`config.mk`:
```
export PLATFORM = sky130hd
export DESIGN_NAME = fallthru_fifo
export DESIGN_NICKNAME = d
export VERILOG_FILES = /design/src/rtl/ftf_pkg.sv /design/src/rtl/ftf_strobe_edge.sv /design/src/rtl/ftf_stage.sv /design/src/rtl/fallthru_fifo.sv
export SDC_FILE = /design/constraint.sdc
export NUM_CORES = 1
export LEC_CHECK = 0
export BUFFER_PORTS_ARGS = -buffer_cell sky130_fd_sc_hd__buf_2
export CAP_MARGIN = 30
export CORE_MARGIN = 3
export CORE_UTILIZATION = 45
export DETAILED_ROUTE_END_ITERATION = 8
export GPL_ROUTABILITY_DRIVEN = 0
export GPL_TIMING_DRIVEN = 0
export SYNTH_ARGS = -nofsm -noshare
export SYNTH_HDL_FRONTEND = slang
export SYNTH_SLANG_ARGS = --single-unit
export TNS_END_PERCENT = 5
```
`constraint.sdc`:
```
create_clock -name clk -period 2.6 [get_ports clk]
set_input_delay 0.26 -clock clk [delete_from_list [all_inputs] [get_ports clk]]
set_output_delay 0.26 -clock clk [all_outputs]
set_load 0.02 [all_outputs]
```
`src/rtl/ftf_pkg.sv`:
```
package ftf_pkg;

  // Decoded view of one sampled strobe
  typedef struct packed {
    logic level;
    logic rise;
    logic fall;
  } strobe_ev_t;

endpackage

```
`src/rtl/ftf_strobe_edge.sv`:
```
module ftf_strobe_edge
  import ftf_pkg::*;
(
  input  logic       clk,
  input  logic       clear_n,
  input  logic       strobe,
  output strobe_ev_t ev
);

  logic strobe_q;

  always_ff @(posedge clk) begin
    if (!clear_n) strobe_q <= 1'b0;
    else          strobe_q <= strobe;
  end

  always_comb begin
    ev.level = strobe;
    ev.rise  = strobe & ~strobe_q;
    ev.fall  = ~strobe & strobe_q;
  end

endmodule

```
`src/rtl/ftf_stage.sv`:
```
module ftf_stage #(
  parameter int WIDTH = 4
) (
  input  logic             clk,
  input  logic             clear_n,
  input  logic             load,
  input  logic [WIDTH-1:0] load_word,
  input  logic             drain,
  output logic             full,
  output logic [WIDTH-1:0] word
);

  always_ff @(posedge clk) begin
    if (!clear_n) begin
      full <= 1'b0;
      word <= '0;
    end else begin
      full <= (full & ~drain) | load;
      if (load) word <= load_word;
    end
  end

  // a word is never written over an occupied cell that is not emptying
  a_r10_no_overwrite: assert property (@(posedge clk) disable iff (!clear_n)
    (full && load) |-> drain);

endmodule

```
`src/rtl/fallthru_fifo.sv`:
```
module fallthru_fifo
  import ftf_pkg::*;
#(
  parameter int WIDTH = 4,
  parameter int DEPTH = 64
) (
  input  logic             clk,
  input  logic             clear_n,
  input  logic [WIDTH-1:0] din,
  input  logic             push_strobe,
  output logic             in_ready,
  input  logic             pop_strobe,
  output logic [WIDTH-1:0] dout,
  output logic             out_ready
);

  localparam int LAST = DEPTH - 1;

  strobe_ev_t push_ev, pop_ev;

  logic [DEPTH-1:0] full, load, drain, room;
  logic [DEPTH-2:0] move;
  logic [WIDTH-1:0] cell_q [DEPTH];
  logic [WIDTH-1:0] cell_d [DEPTH];

  logic in_hold;   // input cell parked while push strobe is high
  logic taken;     // output word claimed, waiting for strobe fall
  logic free0;
  logic pop_release;

  ftf_strobe_edge u_push_edge (.clk(clk), .clear_n(clear_n), .strobe(push_strobe), .ev(push_ev));
  ftf_strobe_edge u_pop_edge  (.clk(clk), .clear_n(clear_n), .strobe(pop_strobe),  .ev(pop_ev));

  assign free0       = ~in_hold | push_ev.fall;
  assign pop_release = taken & pop_ev.fall;

  assign load[0]   = push_ev.rise & ~full[0];
  assign cell_d[0] = din;
  assign drain[LAST] = pop_release;

  genvar i;
  generate
    for (i = 0; i < DEPTH; i++) begin : g_room
      if (i == LAST) begin : g_out
        assign room[i] = ~full[i] | pop_release;
      end else begin : g_mid
        assign room[i] = ~full[i];
      end
    end

    for (i = 0; i < DEPTH - 1; i++) begin : g_link
      if (i == 0) begin : g_head
        assign move[i] = full[i] & room[i+1] & free0;
      end else begin : g_body
        assign move[i] = full[i] & room[i+1];
      end
      assign drain[i]    = move[i];
      assign load[i+1]   = move[i];
      assign cell_d[i+1] = cell_q[i];
    end

    for (i = 0; i < DEPTH; i++) begin : g_cell
      ftf_stage #(.WIDTH(WIDTH)) u_stage (
        .clk      (clk),
        .clear_n  (clear_n),
        .load     (load[i]),
        .load_word(cell_d[i]),
        .drain    (drain[i]),
        .full     (full[i]),
        .word     (cell_q[i])
      );
    end
  endgenerate

  always_ff @(posedge clk) begin
    if (!clear_n) begin
      in_hold <= 1'b0;
      taken   <= 1'b0;
    end else begin
      if (load[0])           in_hold <= 1'b1;
      else if (push_ev.fall) in_hold <= 1'b0;

      if (pop_ev.rise && out_ready) taken <= 1'b1;
      else if (pop_release)         taken <= 1'b0;
    end
  end

  assign in_ready  = ~full[0];
  assign out_ready = full[LAST] & ~taken;
  assign dout      = cell_q[LAST];

  // reset leaves the buffer empty
  a_r1_reset_state: assert property (@(posedge clk)
    !clear_n |=> (in_ready && !out_ready));

  // an accepted push rise closes the input
  a_r2_capture: assert property (@(posedge clk) disable iff (!clear_n)
    (push_ev.rise && in_ready) |=> !in_ready);

  // the parked word keeps the input closed while the strobe is high
  a_r3_hold: assert property (@(posedge clk) disable iff (!clear_n)
    (in_hold && push_strobe) |=> !in_ready);

  // the claimed output word is held steady
  a_r7_stable_out: assert property (@(posedge clk) disable iff (!clear_n)
    (taken && pop_strobe) |=> ($stable(dout) && !out_ready));

  // an empty output stage with nothing arriving keeps its last word
  a_r9_empty_keep: assert property (@(posedge clk) disable iff (!clear_n)
    (!full[LAST] && !load[LAST]) |=> ($stable(dout) && !out_ready));

endmodule

```
### Word level (Yosys, flattened, before mapping)

Index checks and enable logic that the tools add are counted.

* equal/unequal tests: 0
* reductions and logical operators: 3
* $add $sub $neg: 0
* bitwise operators: 335
* order comparisons: 0
* multiply operators: 0
* muxes and demuxes: 4
* div/mod/pow operators: 0
* shifts and indexed selects: 0

Operators by type and width (number)
* bitwise AND 1 bit: 135
* inverter 1 bit: 134
* OR 1 bit: 66
* two-way mux 1 bit: 4
* nonzero test 2 bit: 2
* logical AND 1 bit: 1

* bits in latches: 0
* output and inout port bits: 6
* memory bits (read-only): 0
* flip-flop bits (word level): 324
* bits in writable memories: 0
* logic and storage cells: 474
* memories: 0
* input port bits: 8

### Logic depth before layout (Yosys ltp)

Gate-level depths: netlist of run 1.

* depth in word-level cells: 8
* mapped depth: 5
* depth with buffers taken out: 3

### Hierarchy

Synthesis of run 1 repeated with hierarchy kept, for this count alone.

* cells, all modules: 1108
* area total of the unflattened synthesis: 12758.5 um2

By module, submodules not included
* ftf_stage: seq. area each 100.1 um2, instances 64, cells an instance 16, area each 190.2 um2
* fallthru_fifo: seq. area each 40.0 um2, instances 1, cells an instance 74, area each 494.2 um2
* ftf_strobe_edge: seq. area each 20.0 um2, instances 2, cells an instance 5, area each 46.3 um2

### Worst setup path before layout of run 1

Ideal clock, no wire load.

* path type: reg-to-reg
* from: reg g_cell[0].u_stage.full
* to: reg g_cell[1].u_stage.word[0]
* slack: 1.493 ns
* arrival time: 1.035 ns
* library setup time: 0.072 ns
* path buffers: 0
* period minus slack after synthesis: 1.107 ns
* required time: 2.528 ns
* stages on the path, launching flop included: 4
* cell sequence: dfxtp_1 > inv_1 > a211oi_4 > mux2i_1

* longest elaborated chain between the ends: 2

Ends and longest elaborated chain
* start, declared: RTL line ftf_stage.sv:9 `output logic full,`
* start signal, assigned: RTL line ftf_stage.sv:18 `full <= (full & ~drain) | load;`
* bitwise AND 1 bit (2 in a row): RTL line fallthru_fifo.sv:53 `assign move[i] = full[i] & room[i+1] & free0;`
* end signal, assigned: RTL line ftf_stage.sv:19 `if (load) word <= load_word;`
* end, declared: RTL line ftf_stage.sv:10 `output logic [WIDTH-1:0] word`

No other way between the ends.
A chain may end at the register's enable or synchronous reset.

### Final worst setup path of run 1

* from: reg g_cell[63].u_stage.full
* to: out out_ready

* longest elaborated chain between the ends: 1

Ends and longest elaborated chain
* start, declared: RTL line ftf_stage.sv:9
* start signal, assigned: RTL line ftf_stage.sv:18
* bitwise AND 1 bit: RTL line fallthru_fifo.sv:89 `assign out_ready = full[LAST] & ~taken;`
* end, declared: RTL line fallthru_fifo.sv:14 `output logic out_ready`

No other way between the ends.

==> metrics, run 1 <==
status=finished, final reports clean; Post-Layout Cell Count=1,594; Gate Count Post-Synth=1,147; DRC violations left=0; Reg-to-Reg Start=u_push_edge.strobe_q; Hold Path Class=primary input to register; Fill cells=2,476; core region area=~27,000 µm²; vias in the first global route=about 7,300; largest net degree at the start of global routing=13; number of synthesized flops with an enable pin=0; Final Hold Viols=0; Final ANT Viol Nets=0; first-pass GRT wire length=approximately 36,000 µm; die area=29,790 µm²; setup repair after global routing missed its margin=no; Tmin final=1497 ps; slew at the pin closest to its max-slew limit=a little under 500 ps; Post-CTS Setup Bufs=0; drt total wl=~20,000 µm; area of the multi-input gates=5538 µm²; gr usage total=13.90%; CTS Buf Count=36; syn nets=~1,200; sequential cell area=between 6000 and 7000 µm²; vias=about 7,000; Synth top area share=51.93%; Syn-to-layout area delta=13.82%; Clock Skews=between 30 and 40 ps; library cells used by synthesis=23; placed inst area=~13,000 µm²; nets=around 1,200; Worst-path clk slew=60 ps; Slew Viols, Final=0; number of antenna violations at the first check in global routing=0; grt ovf=0; maximum clock rate=around 0.67 GHz; Async SR Flop Fraction=0%; Critical R2R Capture=g_cell[1].u_stage.word[3]; critical path fanouts, max=4; CP Capture Type=output pin; Critical Path Source Type=register; Rows=60; starting density of the core=46.08%; flop2flop setup slack=1360 ps; # diodes=0; dominant cell type by area after synthesis=dfxtp_1; Post-Syn Area=about 12,000 µm²; port bufs=12; number of I/O pins=14; WP data arrival=1240 ps; Die X=about 170 µm; H-tree levels=2; DR WL/cell=approximately 13 µm; worst-case reg-to-reg path depth=3; LEAKAGE=~4.9 nW; Final Cell Area=roughly 14,000 µm²; top-count cell post-synth=dfxtp_1; final setup vio count=0; YS warnings=0; Util after Layout=about 52%; CP Class=register to output pin; Synth Flop Type=dfxtp_1; Clock Latency Late Sink=around 520 ps; CP Launch Point=g_cell[63].u_stage.full; Final TNS setup=0 ps; DR pass1 iterations=4; Inst Count DP=between 1,500 and 2,000; layout cell share with drive strength beyond 1=~11%; crit path capture=out_ready; Yosys reg bits=~320; hold-fix buffer count after cts=4; clk root buf=clkbuf_16; Critical Path RT=around 2300 ps; main area contributors after synthesis=dfxtp_1 52%, mux2i_1 21%, nor2b_1 16%; worst rel slew slack=67.45%; Final HPWL DP=approximately 14,000 µm; clk sinks=roughly 320; sequential fraction of the synthesis area=approximately half; Synth top cells by count=324 x dfxtp_1, 310 x nor2b_1, 256 x mux2i_1, 60 x and2_1, 59 x o21a_1; CTS resizes=0; TritonCTS clock tree=done; DR vias/cell=~4.5; Max Cap Viol=0; VDD IR max=just over 0.6 mV; CTS max path bufs=3; syn avg cell area=around 11 µm²; initial drt markers=around 260; PwrDens=about 700 nW/µm²; Final Cycle Share=between 50 and 60%; Die Y-Extent=172.6 µm
[through the flow]
step	hold WS [ps]	power (mW)	setup WS (ps)
floorplan	387.3	5.249	1493
global placement	444.7	5.313	1050
detailed placement	447.7	5.313	1037
CTS	28.92	10.33	1049
global route	72.54	10.55	996.6
finish	50.10	10.15	1103
[power by group]
group	switching (mW)	internal (mW)
clock	1.92	3.03
combinational	0.113	0.101
sequential	0.0103	4.98
[worst max-delay path, cell delays in order, from the launching register on]
cell and delay, ps:
dfxtp_1 370, nor2b_1 150, buf_2 200
[layer usage]
layer	part of all wire, %	global-route usage [%]	vias up
met2	44	22.29	50
met1	51	18.84	3240
met3	2.9	2.745	40
met5	0	0	-
met4	2.6	4.799	0
li1	-	-	3859
[area by class of cell]
cell class              instances  share of cell area [%]
clock buffers                  53                   7.507
flip-flops and latches        324                   45.63
inverters                       2                 0.05281
clock inverters                 6                  0.6601
well taps                     372                   3.274
repair buffers                 16                  0.7041
plain buffers                  98                   3.221
multi-input cells             723                   38.95
[placed cells by master, fill, tap and decap left out]
cell           count
a211oi_4           1
a21boi_0           3
a21boi_2           1
a21oi_1            2
and2_1            60
and2_2             1
buf_2             45
buf_4              1
bufinv_16          2
clkbuf_1          37
clkbuf_16         38
clkbuf_2          36
clkbuf_8           6
clkinv_2           2
clkinv_8           1
clkinvlp_4         1
dfxtp_1          324
dlygate4sd3_1      4
inv_1              2
mux2i_1          256
nand2_1           20
nand2b_1           2
nand2b_2           1
nand3_1            1
nand3b_1           1
nor2_1             1
nor2b_1          310
nor3b_4            1
o21a_1            59
o21ai_0            3
[state kept, by name, summed over array words and instances (netlist names)]
register / count
u_pop_edge.strobe_q: 1
u_push_edge.strobe_q: 1
in_hold: 1
g_cell.u_stage.full: 64
taken: 1
g_cell.u_stage.word: 256
[worst min path at each step]
| stage | start | end | slack (ps) | depth (start not counted) |
|---|---|---|---|---|
| 3_5_place_dp | g_cell[63].u_stage.word[1] | g_cell[63].u_stage.word[1] | 450 | 2 |
| 6_report | din[1] | g_cell[0].u_stage.word[1] | 50 | 3 |
| 3_3_place_gp | g_cell[1].u_stage.word[3] | g_cell[1].u_stage.word[3] | 440 | 2 |
| 4_1_cts | din[0] | g_cell[0].u_stage.word[0] | 30 | 3 |
| 5_1_grt | din[0] | g_cell[0].u_stage.word[0] | 70 | 3 |
| 2_1_floorplan | pop_strobe | u_pop_edge.strobe_q | 390 | 1 |
[cell families after synthesis]
group | after synthesis | share of synthesized area [%]
AO/OA/AOI/OAI | 69 | 4.177
AND/OR/NAND/NOR | 398 | 19.65
buffers and inverters | 100 | 3.727
multiplexers | 256 | 20.52
flip-flops | 324 | 51.93
Power figures use the tool's default switching activity.
==> inputs of run 2 (changes only) <==
clock period = 1.3 ns   (was 2.6 ns; I/O delays follow)
==> metrics, run 2 (synthesized netlist as in run 1, its figures left out) <==
initial drt markers=247 (-5.7%); sw frac=20.11% (-0.029 points); PwrDens=1423 nW/µm² (+99%); WP data arrival=1100 ps (-140 ps); Final TNS setup=0 ps (unchanged); placed inst area=13,020 µm² (unchanged); Syn-to-layout area delta=14.27%; number of I/O pins=14 (unchanged); layout cell share with drive strength beyond 1=11.60% (+0.39 points); worst rel slew slack=66.80% (-0.65 points); CP Capture Type=output pin; final setup vio count=0 (unchanged); nets=1,211 (+0.17%); max FFs per register=256 (unchanged); Final HPWL DP=14,060 µm (unchanged); critical path fanouts, max=2 (-2); NetSw=4.085 mW (+100%); die area=29,790 µm² (unchanged); Die X=172.6 µm (unchanged); Reg power frac=49.1% (about the same); # diodes=0 (unchanged); Worst-path clk slew=60 ps (about the same); Critical Path Source Type=register; Final ANT Viol Nets=0 (unchanged); LEAKAGE=4.878 nW (+0.43%); CP cell instances=nor2b_4 > buf_6; Hold Path Class=primary input to register; DR WL/cell=12.63 µm (about the same); setup repair after global routing missed its margin=yes; VDD IR max=1.242 mV (+100%); gr usage total=13.93% (+0.028 points); Critical Path RT=1170 ps (-1170 ps); TritonCTS clock tree=done; number of buffers and inverters on the critical path=1 (unchanged); starting density of the core=46.08% (unchanged); Die Y-Extent=172.6 µm (unchanged); DR vias/cell=4.509 (about the same); DR pass1 iterations=4 (unchanged); Final Cell Area=14,270 µm² (+0.39%); Rows=60 (unchanged); Internal=16.23 mW (+100%); DRC violations left=0 (unchanged); Power, Total=20.31 mW (+100%); Tmin final=1232 ps; most common cell after layout, fill and taps aside=dfxtp_1; largest net degree at the start of global routing=13 (unchanged); CTS max path bufs=3 (unchanged); status=finished, final reports clean; Final Hold Viols=0 (unchanged); most frequent cells in the layout=322 x dfxtp_1, 309 x nor2b_1, 256 x mux2i_1; Clock Skews=30.35 ps (-0.06220 ps); vias=7,196 (+0.097%); core region area=27,100 µm² (unchanged); H-tree levels=2 (unchanged); drt total wl=20,160 µm (+0.19%); grt ovf=0 (unchanged); Final Hold Slack=209.9 ps (+159.8 ps); number of antenna violations at the first check in global routing=0 (unchanged); first-pass GRT wire length=35,600 µm (+0.18%); Util after Layout=52.66% (+0.20 points); Final Cycle Share=~95%; maximum clock rate=slightly above 0.8 GHz; vias in the first global route=7,309 (+0.068%); CP max stage delay=330 ps (-40 ps); Clock Latency Late Sink=520 ps (about the same); Worst path top cell family by delay=flip-flops; Top Registers=g_cell.u_stage.word x256, g_cell.u_stage.full x64; clock share of power=48.7% (about the same); Logic pwr share=2.1% (about the same); port bufs=12 (unchanged); Max Cap Viol=0 (unchanged); CP Class=register to output pin; slew at the pin closest to its max-slew limit=498.1 ps (+9.812 ps); CTS Buf Count=36 (unchanged); Slew Viols, Final=0 (unchanged); Largest Register=g_cell.u_stage.word; clk root buf=clkbuf_16; crit path max-delay cell type=dfxtp_2; clk sinks=324 (unchanged)
run 2: timing repair:
item                       4_1_cts  5_1_grt
setup endpoints to repair        2        9
resized for setup                8        2
setup buffers                    1        0
hold buffers                     6        0
hold endpoints to repair         7        0
pin swaps                        0        1
run 2: stage by stage:
stage	setup WS (ps)	instances
2_1_floorplan	192.8	1147
3_3_place_gp	-119.8	1531
3_5_place_dp	-133.0	1531
4_1_cts	29.63	1597
5_1_grt	-7.542	1596
6_report	68.11	1596
run 2: final cells by class:
cell class	instances	area (µm²)
Fill cell	2467	12830
Sequential cell	324	6489
Multi-Input combinational cell	723	5558
Clock buffer	53	1067
Tap cell	372	465.4
Buffer	97	454.2
Timing Repair Buffer	19	136.4
Clock inverter	6	93.84
Inverter	2	7.507
run 2: per-layer routing:
metal	track usage, %	vias up	part of all wire [%]
met5	0	-	0
met4	4.799	0	2.6
met3	2.745	40	2.9
met2	22.34	50	44
met1	18.89	3243	51
li1	-	3863	-
run 2: power groups by stage:
stage	combinational [mW]	clock, mW	sequential, mW
floorplan	0.306	0	10.2
global placement	0.430	0	10.2
detailed placement	0.429	0	10.2
CTS	0.448	10.2	9.98
global route	0.481	10.7	9.98
finish	0.436	9.90	9.98
run 2: worst paths after layout:
check | endpoint | start | slack, ps | depth (start not counted)
hold / removal | g_cell[24].u_stage.word[1] | clear_n | 210 | 3
hold reg to reg | g_cell[63].u_stage.word[1] | g_cell[63].u_stage.word[1] | 450 | 2
setup / recovery | out_ready | g_cell[63].u_stage.full | 70 | 2
setup reg to reg | g_cell[1].u_stage.word[3] | u_push_edge.strobe_q | 80 | 3
run 2: worst reg2reg max path: stages (launching register included):
cell,delay [ps]
dfxtp_1,410
nand2b_4,80
a211oi_4,430
mux2i_1,230
